`config.mk`:
```
export PLATFORM = sky130hd
export DESIGN_NAME = supv_reset_wdt
export DESIGN_NICKNAME = d
export VERILOG_FILES = /design/src/rtl/supv_pkg.sv /design/src/rtl/supv_start_det.sv /design/src/rtl/supv_wdog.sv /design/src/rtl/supv_reset_wdt.sv
export SDC_FILE = /design/constraint.sdc
export NUM_CORES = 1
export LEC_CHECK = 0
export BUFFER_PORTS_ARGS = -buffer_cell sky130_fd_sc_hd__buf_2
export CAP_MARGIN = 20
export CORE_MARGIN = 3
export CORE_UTILIZATION = 40
export CTS_CLUSTER_SIZE = 8
export DETAILED_ROUTE_END_ITERATION = 10
export HOLD_SLACK_MARGIN = 0.06
export SETUP_SLACK_MARGIN = 0.1
export SKIP_CTS_REPAIR_TIMING = 1
export SYNTH_ARGS = -nofsm -noshare
export SYNTH_HDL_FRONTEND = slang
export SYNTH_SLANG_ARGS = --single-unit
```
`constraint.sdc`:
```
create_clock -name clk -period 6.29 [get_ports clk]
set_input_delay 0.3145 -clock clk [delete_from_list [all_inputs] [get_ports clk]]
set_output_delay 0.3145 -clock clk [all_outputs]
set_load 0.01 [all_outputs]
```
`src/rtl/supv_pkg.sv`:
```
package supv_pkg;
    typedef enum logic [1:0] {
        ST_LOW  = 2'd0,
        ST_HOLD = 2'd1,
        ST_RUN  = 2'd2
    } supv_st_e;

    typedef logic [1:0] wd_sel_t;

    localparam wd_sel_t SEL_OFF   = 2'd0;
    localparam wd_sel_t SEL_SHORT = 2'd1;
    localparam wd_sel_t SEL_MED   = 2'd2;
    localparam wd_sel_t SEL_LONG  = 2'd3;
endpackage

```
`src/rtl/supv_start_det.sv`:
```
module supv_start_det #(
    parameter int SYNC_STAGES = 2
) (
    input  logic clk,
    input  logic rst_n,
    input  logic scl_i,
    input  logic sda_i,
    output logic start_o
);
    localparam int TOP = SYNC_STAGES - 1;

    logic [SYNC_STAGES-1:0] scl_sh;
    logic [SYNC_STAGES-1:0] sda_sh;
    logic                   sda_prev;

    generate
        if (SYNC_STAGES > 1) begin : g_chain
            always_ff @(posedge clk or negedge rst_n) begin
                if (!rst_n) begin
                    scl_sh <= '1;
                    sda_sh <= '1;
                end else begin
                    scl_sh <= {scl_sh[SYNC_STAGES-2:0], scl_i};
                    sda_sh <= {sda_sh[SYNC_STAGES-2:0], sda_i};
                end
            end
        end else begin : g_single
            always_ff @(posedge clk or negedge rst_n) begin
                if (!rst_n) begin
                    scl_sh <= '1;
                    sda_sh <= '1;
                end else begin
                    scl_sh <= scl_i;
                    sda_sh <= sda_i;
                end
            end
        end
    endgenerate

    always_ff @(posedge clk or negedge rst_n) begin
        if (!rst_n) sda_prev <= 1'b1;
        else        sda_prev <= sda_sh[TOP];
    end

    always_comb start_o = scl_sh[TOP] & sda_prev & ~sda_sh[TOP];

    // a START needs the line samples to have seen SDA high, then low
    AST_START_IS_FALL: assert property (@(posedge clk) disable iff (!rst_n)
        start_o |=> !start_o) else $error("double start");
endmodule

```
`src/rtl/supv_wdog.sv`:
```
module supv_wdog
    import supv_pkg::*;
#(
    parameter int WD_SHORT = 25_000_000,
    parameter int WD_MED   = 100_000_000,
    parameter int WD_LONG  = 350_000_000
) (
    input  logic    clk,
    input  logic    rst_n,
    input  logic    arm,
    input  logic    wd_en,
    input  wd_sel_t wd_sel,
    input  logic    kick,
    output logic    bite
);
    localparam int CW = $clog2(WD_LONG + 1);

    logic [CW-1:0] cnt;
    logic [CW-1:0] lim;
    logic          en_q;
    wd_sel_t       sel_q;
    logic          cfg_chg;
    logic          run;

    always_comb begin
        unique case (wd_sel)
            SEL_SHORT: lim = CW'(WD_SHORT);
            SEL_MED:   lim = CW'(WD_MED);
            SEL_LONG:  lim = CW'(WD_LONG);
            default:   lim = '0;
        endcase
    end

    always_comb begin
        cfg_chg = (wd_sel != sel_q) || (wd_en != en_q);
        run     = arm && wd_en && (wd_sel != SEL_OFF) && !kick && !cfg_chg;
        bite    = run && (cnt == lim - CW'(1));
    end

    always_ff @(posedge clk or negedge rst_n) begin
        if (!rst_n) begin
            cnt   <= '0;
            en_q  <= 1'b0;
            sel_q <= SEL_OFF;
        end else begin
            en_q  <= wd_en;
            sel_q <= wd_sel;
            if (run && !bite) cnt <= cnt + CW'(1);
            else              cnt <= '0;
        end
    end

    AST_CLR_IN_RESET: assert property (@(posedge clk) disable iff (!rst_n)
        !arm |=> (cnt == '0)) else $error("count not held");
    AST_KICK_CLEARS: assert property (@(posedge clk) disable iff (!rst_n)
        kick |=> (cnt == '0)) else $error("kick ignored");
    AST_CFG_CLEARS: assert property (@(posedge clk) disable iff (!rst_n)
        (wd_sel != $past(wd_sel)) |=> (cnt == '0)) else $error("cfg");
    AST_NO_OVERFLOW: assert property (@(posedge clk) disable iff (!rst_n)
        cnt < CW'(WD_LONG)) else $error("overflow");
    AST_OFF_QUIET: assert property (@(posedge clk) disable iff (!rst_n)
        !en_q |-> (cnt == '0)) else $error("disabled counting");
endmodule

```
`src/rtl/supv_reset_wdt.sv`:
```
module supv_reset_wdt
    import supv_pkg::*;
#(
    parameter bit ACT_HIGH = 1'b0,
    parameter int HOLD_CYC = 62_500_000,
    parameter int WD_SHORT = 25_000_000,
    parameter int WD_MED   = 100_000_000,
    parameter int WD_LONG  = 350_000_000
) (
    input  logic       clk,
    input  logic       rst_n,
    input  logic       supply_low,
    input  logic       scl_i,
    input  logic       sda_i,
    input  logic       wd_en,
    input  logic [1:0] wd_sel,
    output logic       rst_o
);
    localparam int             HCW       = $clog2(HOLD_CYC + 1);
    localparam logic [HCW-1:0] HOLD_LAST = HCW'(HOLD_CYC - 1);

    supv_st_e       st, st_nxt;
    logic [HCW-1:0] hcnt;
    logic           start;
    logic           bite;
    logic           rst_act;

    supv_start_det #(.SYNC_STAGES(2)) u_start (
        .clk     (clk),
        .rst_n   (rst_n),
        .scl_i   (scl_i),
        .sda_i   (sda_i),
        .start_o (start)
    );

    supv_wdog #(
        .WD_SHORT (WD_SHORT),
        .WD_MED   (WD_MED),
        .WD_LONG  (WD_LONG)
    ) u_wdog (
        .clk    (clk),
        .rst_n  (rst_n),
        .arm    (st == ST_RUN),
        .wd_en  (wd_en),
        .wd_sel (wd_sel),
        .kick   (start),
        .bite   (bite)
    );

    always_comb begin
        st_nxt = st;
        unique case (st)
            ST_LOW:  st_nxt = supply_low ? ST_LOW : ST_HOLD;
            ST_HOLD: begin
                if (supply_low)             st_nxt = ST_LOW;
                else if (hcnt == HOLD_LAST) st_nxt = ST_RUN;
                else                        st_nxt = ST_HOLD;
            end
            ST_RUN: begin
                if (supply_low) st_nxt = ST_LOW;
                else if (bite)  st_nxt = ST_HOLD;
                else            st_nxt = ST_RUN;
            end
            default: st_nxt = ST_LOW;
        endcase
    end

    always_ff @(posedge clk or negedge rst_n) begin
        if (!rst_n) begin
            st   <= ST_HOLD;
            hcnt <= '0;
        end else begin
            st <= st_nxt;
            if (st == ST_HOLD && st_nxt == ST_HOLD) hcnt <= hcnt + HCW'(1);
            else                                    hcnt <= '0;
        end
    end

    always_comb begin
        rst_act = (st != ST_RUN);
        rst_o   = ACT_HIGH ? rst_act : ~rst_act;
    end

    AST_LOW_FORCES_RST: assert property (@(posedge clk) disable iff (!rst_n)
        supply_low |=> rst_act) else $error("low not reset");
    AST_HOLD_BOUND: assert property (@(posedge clk) disable iff (!rst_n)
        hcnt < HCW'(HOLD_CYC)) else $error("hold overrun");
    AST_RELEASE_AFTER_HOLD: assert property (@(posedge clk) disable iff (!rst_n)
        $fell(rst_act) |-> ($past(hcnt) == HOLD_LAST)) else $error("early");
    AST_RST_CAUSE: assert property (@(posedge clk) disable iff (!rst_n)
        $rose(rst_act) |-> ($past(supply_low) || $past(bite))) else $error("cause");
endmodule

```
Word-level counts from Yosys, hierarchy flattened

Index checks and enable logic that the tools add are counted.

Flip-flop bits (word level): 65
Bits in latches: 0
Memory bits (writable): 0
Bits in read-only memories: 0
Logic and storage cells: 48
Memories: 0

Add/sub/neg operators: 3
Multipliers: 0
Div/mod/pow operators: 0
Magnitude comparators: 0
Equal/unequal tests: 11
Shift-type cells: 0
Multiplexer cells: 9
Bitwise logic cells: 4
Reductions and logical operators: 13

Operators by type and width:

| cell                                                                 | count |
|---|---|
| 29-bit case mux with 3 select lines                                  | 1 |
| 29-bit by 1-bit adder with 29-bit output, second input constant      | 1 |
| 29-bit == test                                                       | 1 |
| 29-bit two-way mux                                                   | 1 |
| 29-bit by 1-bit subtractor with 29-bit output, second input constant | 1 |
| 26-bit by 1-bit adder with 26-bit output, second input constant      | 1 |
| 26-bit == test, second input constant                                | 1 |
| 26-bit two-way mux                                                   | 1 |
| 2-bit two-way mux                                                    | 4 |
| 1-bit logical AND                                                    | 7 |
| 2-bit by 1-bit == test with 1-bit output, second input constant      | 3 |
| 2-bit == test, second input constant                                 | 3 |
| 2-bit case mux with 3 select lines                                   | 1 |
| 1-bit logical NOT                                                    | 3 |
| 1-bit bitwise AND                                                    | 2 |
| 2-bit logical NOT                                                    | 1 |
| 2-bit inequality test                                                | 1 |
| 2-bit inequality test, second input constant                         | 1 |
| 1-bit NOT                                                            | 2 |
| 2-bit nonzero test                                                   | 1 |
| 1-bit logical OR                                                     | 1 |
| 1-bit two-way mux                                                    | 1 |
| 1-bit inequality test                                                | 1 |

Longest topological paths before layout

Gate-level depths: netlist (run 1).

Word-level depth: 12
Mapped depth: 9

Modules after synthesis

Synthesis (run 1) repeated with hierarchy kept, for this count alone.

Cell total of the unflattened synthesis: 338
Area total of the unflattened synthesis: 3392.0 µm²

Modules (own cells, without submodules):

| module         | instances | cells each | area an instance (µm²) | seq. area each (µm²) |
|---|---|---|---|---|
| supv_wdog      | 1         | 181        | 1785.5                 | 800.8 |
| supv_reset_wdt | 1         | 151        | 1466.4                 | 701.9 |
| supv_start_det | 1         | 6          | 140.1                  | 131.4 |

Worst setup path before layout (run 1)

No wires, ideal clock.

Kind: input-to-reg
Start point: input port wd_sel[1]
End point: register u_wdog.cnt[27]
Arrival time: 2019 ps
Data required time: 6171 ps
Slack: 4153 ps
Stages on the path: 9
Cell sequence: inv_1 > ha_1 > xor2_1 > or4_1 > a2111o_1 > o21ai_2 > buf_6 > buf_6 > nor2_1

Word-level cells in the longest chain between the ends: 8

Ends and longest elaborated chain:

| what                                                                  | RTL line                         | source |
|---|---|---|
| start, declared                                                       | supv_reset_wdt.sv:16             | `input logic [1:0] wd_sel,` |
| 2-bit == test (tied with other cells)                                 | supv_wdog.sv:26                  | `unique case (wd_sel)` |
| 29-bit case mux with 3 select lines (tied with other cells)           | supv_wdog.sv:26                  |  |
| 29-bit by 1-bit subtractor with 29-bit output (tied with other cells) | supv_wdog.sv:37                  | `bite = run && (cnt == lim - CW'(1));` |
| 29-bit == test / 1-bit logical AND (equally long branches)            | supv_wdog.sv:37, supv_wdog.sv:36 |  |
| 1-bit logical AND                                                     | supv_wdog.sv:37                  |  |
| 1-bit logical NOT                                                     | supv_wdog.sv:48                  | `if (run && !bite) cnt <= cnt + CW'(1);` |
| 1-bit logical AND (*)                                                 | supv_wdog.sv:48                  |  |
| 29-bit two-way mux (*)                                                | supv_wdog.sv:48                  |  |
| end signal, assigned                                                  | supv_wdog.sv:48                  |  |
| end, declared                                                         | supv_wdog.sv:18                  | `logic [CW-1:0] cnt;` |

Mark *: on every way between the ends. The rest lies on a longest branch, timed or not.

Worst setup path after layout (run 1)

Start point: register hcnt[0]
End point: register hcnt[7]

Word-level cells in the longest chain between the ends: 7

Ends and longest elaborated chain:

| what                                     | RTL line             | source |
|---|---|---|
| start, declared                          | supv_reset_wdt.sv:23 | `logic [HCW-1:0] hcnt;` |
| start signal, assigned                   | supv_reset_wdt.sv:74 | `if (st == ST_HOLD && st_nxt == ST_HOLD) hcnt <= hcnt + HCW'(1);` |
| 26-bit == test                           | supv_reset_wdt.sv:56 | `else if (hcnt == HOLD_LAST) st_nxt = ST_RUN;` |
| 2-bit two-way mux                        | supv_reset_wdt.sv:56 |  |
| 2-bit two-way mux                        | supv_reset_wdt.sv:55 | `if (supply_low) st_nxt = ST_LOW;` |
| 2-bit case mux with 3 select lines       | supv_reset_wdt.sv:52 | `unique case (st)` |
| 2-bit by 1-bit == test with 1-bit output | supv_reset_wdt.sv:74 |  |
| 1-bit logical AND                        | supv_reset_wdt.sv:74 |  |
| 26-bit two-way mux (*)                   | supv_reset_wdt.sv:74 |  |

Marks and branches as above.

==> reports/metrics.yaml, run 1 <==
synth:
  yosysTopAreaCell: "dfrtp_1"
  syn_area_per_cell_um2: 9.95
  synth_top_cell_area_share_pct: 45.0
  synth_nets: 345
  synth_area_leaders: "dfrtp_1 45%, xnor2_1 8.3%, xor2_1 7.7%, nor2_1 7.3%, dfstp_2 4.8%"
  yosysSeqAreaShare_pct: 49.8
  ys_types: 39
  synth-seq-cells: 65
  syn_area_mm2: 0.00328
  yosysWarnings: 0
  synthCells: 330
power:
  ir_drop_v: 0.000119
  power.leakage_nw: 1.43
  power-per-cell-area_mw_per_mm2: 218
critical_path:
  r2r.worst_path.cells: 6
  start_kind: "register"
  arrival_ns: 2.75
  crit_fanout: 26
  ff2ff_setup_slack_ns: 3.72
  critPathLaunch: "hcnt[0]"
  cp_slowest_stage_delay_ns: 0.79
  cpMaxStageDelayCell: "or4b_1"
  crit_end: "hcnt[7]"
  critPathRequiredTime_ns: 6.47
  r2r-end: "hcnt[7]"
  crit_path_end_kind: "register"
  path_buf_inv: 0
  path_depth: 6
  path_delay_family: "simple AND/OR/NAND/NOR gates"
  rr_startpoint: "hcnt[0]"
  critPathKind: "reg -> reg"
  path_cells: "ha_1 > and4_1 > nand2_1 > nor4_1 > or4b_1 > nor2_1"
timing:
  fmax_mhz: 389
  tightestPinTransition_ns: 0.887
  setup-violations-final: 0
  hold_violations: 0
  drv_slew: 0
  totalNegativeSetupSlack_ns: 0
  finClkSkew_ns: 0.0115
  rsz0062_at_grt: "false"
  timing.final.crit_share_pct: 40.8
  min_period_ns: 2.57
  slew_headroom_pct: 40.8
route:
  firstDrtPassIters: 4
  avgViaCountPerCell: 5.04
  drc: 0
  first_iter_violations: 134
  wire_per_inst_um: 13.1
  routed_wirelength_mm: 5.94
  antenna_left: 0
  vias: 2277
place:
  numPortBuffers: 8
  gp_congestion: 0.764
  dp_hpwl_mm: 4.01
  place_inst: 434
  placed_area_mm2: 0.00342
min_path:
  hp-class: "in -> reg"
  min-delay-start: "wd_en"
global_routing:
  met3_usage_pct: 2.67
  grt_use_met2_pct: 20.4
  grt_overflow: 0
  grt_use_total_pct: 13.7
  grt_pass1_vias: 2243
  grt_pass1_wl_mm: 10.5
  antenna_found_initial: 0
  grt.busiest_layer: "met2"
  grtUsageMet1_pct: 19.0
  grt_max_degree: 66
cts:
  cts_buffers: 9
  ctsLongestPathBuffers: 2
  numClockSinks: 65
  cts_tree: "done"
  clk_latency_ns: 0.34
  h-tree-depth: 3
  clk_pin_slew_worst_paths_ns: 0.07
  clockRootBuffer: "clkbuf_8"
layout:
  most-common-layout-cells: "64 x nor2_1, 59 x dfrtp_1, 31 x xnor2_1"
  fin_cells: 452
  fin_nets: 360
  postLayoutCoreUtil_pct: 46.2
  fin_area_mm2: 0.00363
  synthToLayoutAreaGrowth_pct: 10.4
  final_common_cell: "nor2_1"
  layout-drive-gt1-share_pct: 10.0
  antenna_cells: 0
floorplan:
  num_rows: 32
  die_x_um: 96.6
  start_util_pct: 41.9
  die_y_um: 96.6
  dieArea_mm2: 0.00933
  io_pins: 9
  core_area_mm2: 0.00785
status:
  status: "complete, no violations"
job:
  maxCapViolCount: 0
## worst register-to-register path, stage by stage (launching register included)
cell and delay, ns:
dfrtp_1 0.38, ha_1 0.21, and4_1 0.26, nand2_1 0.11, nor4_1 0.55, or4b_1 0.79
nor2_1 0.13
## per-layer routing
layer	share of wire, %	up-vias
li1	-	1152
met1	50	1095
met2	45	19
met3	2.6	11
met4	2.1	0
met5	0	-
## final cells by class
cell class                      count  area [um2]
Inverter                           12        45.0
Clock buffer                       10         128
Timing Repair Buffer               12        82.6
Fill cell                         761        4220
Sequential cell                    65        1630
Tap cell                          102         128
Multi-Input combinational cell    245        1550
Clock inverter                      6        60.1
## Yosys cell counts, drive strengths merged
| library cell | instances |
|---|---|
| nor2 | 64 |
| dfrtp | 59 |
| xnor2 | 31 |
| xor2 | 29 |
| nand2 | 19 |
| nand3 | 18 |
| nand4 | 14 |
| nor3 | 13 |
| inv | 12 |
| and3 | 8 |
| and4 | 7 |
| ha | 7 |
| nor4 | 7 |
| buf | 6 |
| dfstp | 6 |
| o21ai | 4 |
| nand3b | 3 |
| nor2b | 3 |
| clkbuf | 2 |
| nor4b | 2 |
| or4 | 2 |
| a2111o | 1 |
| a21oi | 1 |
| and2 | 1 |
| and3b | 1 |
| and4b | 1 |
| mux2i | 1 |
| nand2b | 1 |
| nand4b | 1 |
| o2111ai | 1 |
| o21a | 1 |
| o31a | 1 |
| o31ai | 1 |
| or3 | 1 |
| or4b | 1 |
## per-stage QoR
stage | worst slack [ns] | hold WS, ns | total power (W)
after floorplan | 4.15 | 0.0189 | 0.000445
after global placement | 3.26 | 0.347 | 0.000459
after detailed placement | 3.50 | 0.347 | 0.000459
after CTS | 3.63 | 0.0596 | 0.000801
after global routing | 3.44 | 0.0835 | 0.000827
final | 3.72 | 0.0966 | 0.000792
## worst min path at each step
stage	depth (start not counted)	to	slack, ns
2_1_floorplan	0	hcnt[0]	0.02
3_3_place_gp	0	u_start.sda_sh[1]	0.35
3_5_place_dp	0	u_start.sda_sh[1]	0.35
4_1_cts	1	u_start.scl_sh[0]	0.06
5_1_grt	1	u_wdog.en_q	0.08
6_report	1	u_wdog.en_q	0.1
## cells by family (layout without fill, tap and decap cells)
family	Yosys count	in the layout	synth area share [%]
fa+ha+maj	7	7	2.67
compound gates	10	10	2.21
buf+inv	20	40	3.05
mux	1	1	0.305
flops	65	65	49.8
xor+xnor	60	60	16.0
simple gates	167	167	26.0
## sequential cells by signal, summed over array words and instances, names as in the netlist
name / flops
u_wdog.en_q: 1
u_wdog.sel_q: 2
u_start.sda_sh: 2
st: 2
u_start.scl_sh: 2
u_start.sda_prev: 1
u_wdog.cnt: 29
hcnt: 26
## where the power goes
group	switching [W]	internal, W	total (W)
Clock	0.000160	0.000181	0.000341
Sequential	0.00000169	0.000423	0.000425
Combinational	0.0000177	0.00000866	0.0000263
Total	0.000179	0.000612	0.000792
Note: power is estimated with default switching activity, not from simulation.
==> run 2: changes to the inputs <==
==> constraint.sdc (replaced) <==
create_clock -name clk -period 2.05 [get_ports clk]
set_input_delay 0.1025 -clock clk [delete_from_list [all_inputs] [get_ports clk]]
set_output_delay 0.1025 -clock clk [all_outputs]
set_load 0.01 [all_outputs]
==> run 2 against run 1 <==
  * Fmax grew 29%
  * Register-to-register slack lost 3.7 ns
  * Worst setup slack lost 3.7 ns
  * Flip-flop and latch count is the same
  * Combinational power grew to 3.9 times the previous value
  * Die area is the same
  * Clock power grew to 3.3 times the previous value
  * Highest routed layer unchanged
  * Design area grew 5.9%
  * Clock-buffer cell count grew 4
==> reports/metrics.yaml, run 2 (synthesized netlist as in run 1, its figures left out) <==
layout:
  reg_top3: "u_wdog.cnt: 29 flops, hcnt: 26 flops"
  fin_nets: 380
  regMostFlops: "u_wdog.cnt"
  synthToLayoutAreaGrowth_pct: 16.9
  final_common_cell: "nor2_1"
  fill_cells: 747
  most-common-layout-cells: "63 x nor2_1, 59 x dfrtp_1, 31 x xnor2_1"
  antenna_cells: 0
  layout-drive-gt1-share_pct: 15.1
  largest_register_ffs: 29
route:
  antenna_left: 0
  wire_per_inst_um: 13.4
  drc: 0
  first_iter_violations: 106
  wl_met1_mm: 3.21
  firstDrtPassIters: 4
  dr_wl_met3_um: 211
  routed_wirelength_mm: 6.32
  avgViaCountPerCell: 5.04
  top_layer: "met4"
  met2_length_mm: 2.77
  vias: 2380
global_routing:
  grt_pass1_vias: 2410
  antenna_found_initial: 0
  grt_pass1_wl_mm: 11.3
  grt_use_total_pct: 14.7
  grt_max_degree: 39
  grt_overflow: 0
power:
  switching_share_pct: 21.0
  combPwrFrac_pct: 4.0
  power.internal_w: 0.00200
  seqPwrFrac_pct: 51.4
  ir_drop_v: 0.000292
  clock_power_share_pct: 44.5
  switching_power_w: 0.000533
  power-per-cell-area_mw_per_mm2: 660
  power.leakage_nw: 1.55
cts:
  ctsLongestPathBuffers: 2
  clk_pin_slew_worst_paths_ns: 0.07
  clk_latency_ns: 0.34
  numClockSinks: 65
  cts_buffers: 9
  cts_tree: "done"
  clockRootBuffer: "clkbuf_8"
  h-tree-depth: 3
timing:
  tightestPinTransition_ns: 0.469
  fmax_mhz: 502
  min_period_ns: 1.99
  drv_slew: 0
  hold_violations: 0
  setup-violations-final: 0
  rsz0062_at_grt: "true"
  slew_headroom_pct: 68.7
  timing.final.crit_share_pct: 97.1
  setup_slack_ns: 0.0587
  hold_ws_ns: 0.0718
  finClkSkew_ns: 0.00870
job:
  maxCapViolCount: 0
floorplan:
  die_x_um: 96.6
  core_area_mm2: 0.00785
  dieArea_mm2: 0.00933
  start_util_pct: 41.9
  die_y_um: 96.6
  io_pins: 9
  num_rows: 32
critical_path:
  critPathRequiredTime_ns: 2.28
  critPathKind: "reg -> reg"
  crit_fanout: 15
  crit_path_end_kind: "register"
  arrival_ns: 2.22
  start_kind: "register"
status:
  status: "complete, no violations"
place:
  dp_hpwl_mm: 4.43
  place_ws_ns: -0.0145
  gp_congestion: 0.801
  numPortBuffers: 8
min_path:
  hp-class: "in -> reg"
[run 2: changes by cell type in the layout (fill, tap and decap cells not counted), moves of 2 or more]
cell	previous run	this run
buf_4	1	15
dlygate4sd3_1	2	6
clkbuf_8	9	12
buf_6	0	2
clkinv_2	3	1
clkinvlp_4	2	0
[run 2: worst paths after layout]
kind                                   startpoint                end  slack, ns  cells after the start
worst max-delay path               u_wdog.cnt[11]      u_wdog.cnt[3]       0.06                      6
worst min-delay path                    wd_sel[0]    u_wdog.sel_q[0]       0.07                      2
worst max register to register     u_wdog.cnt[11]      u_wdog.cnt[3]       0.06                      6
worst min register to register  u_start.sda_sh[0]  u_start.sda_sh[1]       0.36                      0
max in group asynchronous                   rst_n              st[0]       1.35                      3
min in group asynchronous                   rst_n    u_wdog.sel_q[0]       0.31                      3
[run 2: final cells by class]
type | count | area (um2) | area share (%)
Tap cell | 102 | 128 | 3.32
Inverter | 12 | 45.0 | 1.17
Clock buffer | 14 | 173 | 4.50
Multi-Input combinational cell | 245 | 1570 | 40.9
Sequential cell | 65 | 1630 | 42.6
Clock inverter | 2 | 35.0 | 0.912
Timing Repair Buffer | 32 | 255 | 6.65
[run 2: through the flow]
stage	util, %	cell area [um2]	power (W)	instances	setup TNS [ns]
2_1_floorplan	-	3280	0.00136	330	0
3_3_place_gp	45.1	3540	0.00142	449	0
3_5_place_dp	45.1	3540	0.00142	449	-0.121
4_1_cts	47.7	3740	0.00256	465	0
5_1_grt	48.9	3840	0.00264	472	-1.17
6_report	48.9	3840	0.00253	472	0
[run 2: metal layers]
layer | global-route usage, % | vias to the layer above
li1 | - | 1190
met1 | 21.1 | 1149
met2 | 21.0 | 30
met3 | 3.75 | 11
met4 | 6.16 | 0
met5 | 0 | -
[run 2: power by group through the flow]
| stage | Combinational (W) | Clock (W) | Sequential [W] |
|---|---|---|---|
| 6_report | 0.000102 | 0.00113 | 0.00130 |
| 5_1_grt | 0.000117 | 0.00122 | 0.00130 |
| 4_1_cts | 0.0000932 | 0.00116 | 0.00130 |
| 3_5_place_dp | 0.0000930 | 0 | 0.00133 |
| 3_3_place_gp | 0.0000917 | 0 | 0.00133 |
| 2_1_floorplan | 0.0000383 | 0 | 0.00133 |
[run 2: critical path: stages (launching register included)]
cell      delay (ns)
dfrtp_1         0.40
xor2_1          0.18
or4_1           0.40
a2111o_1        0.44
o21ai_2         0.21
buf_6           0.18
nor2_1          0.07
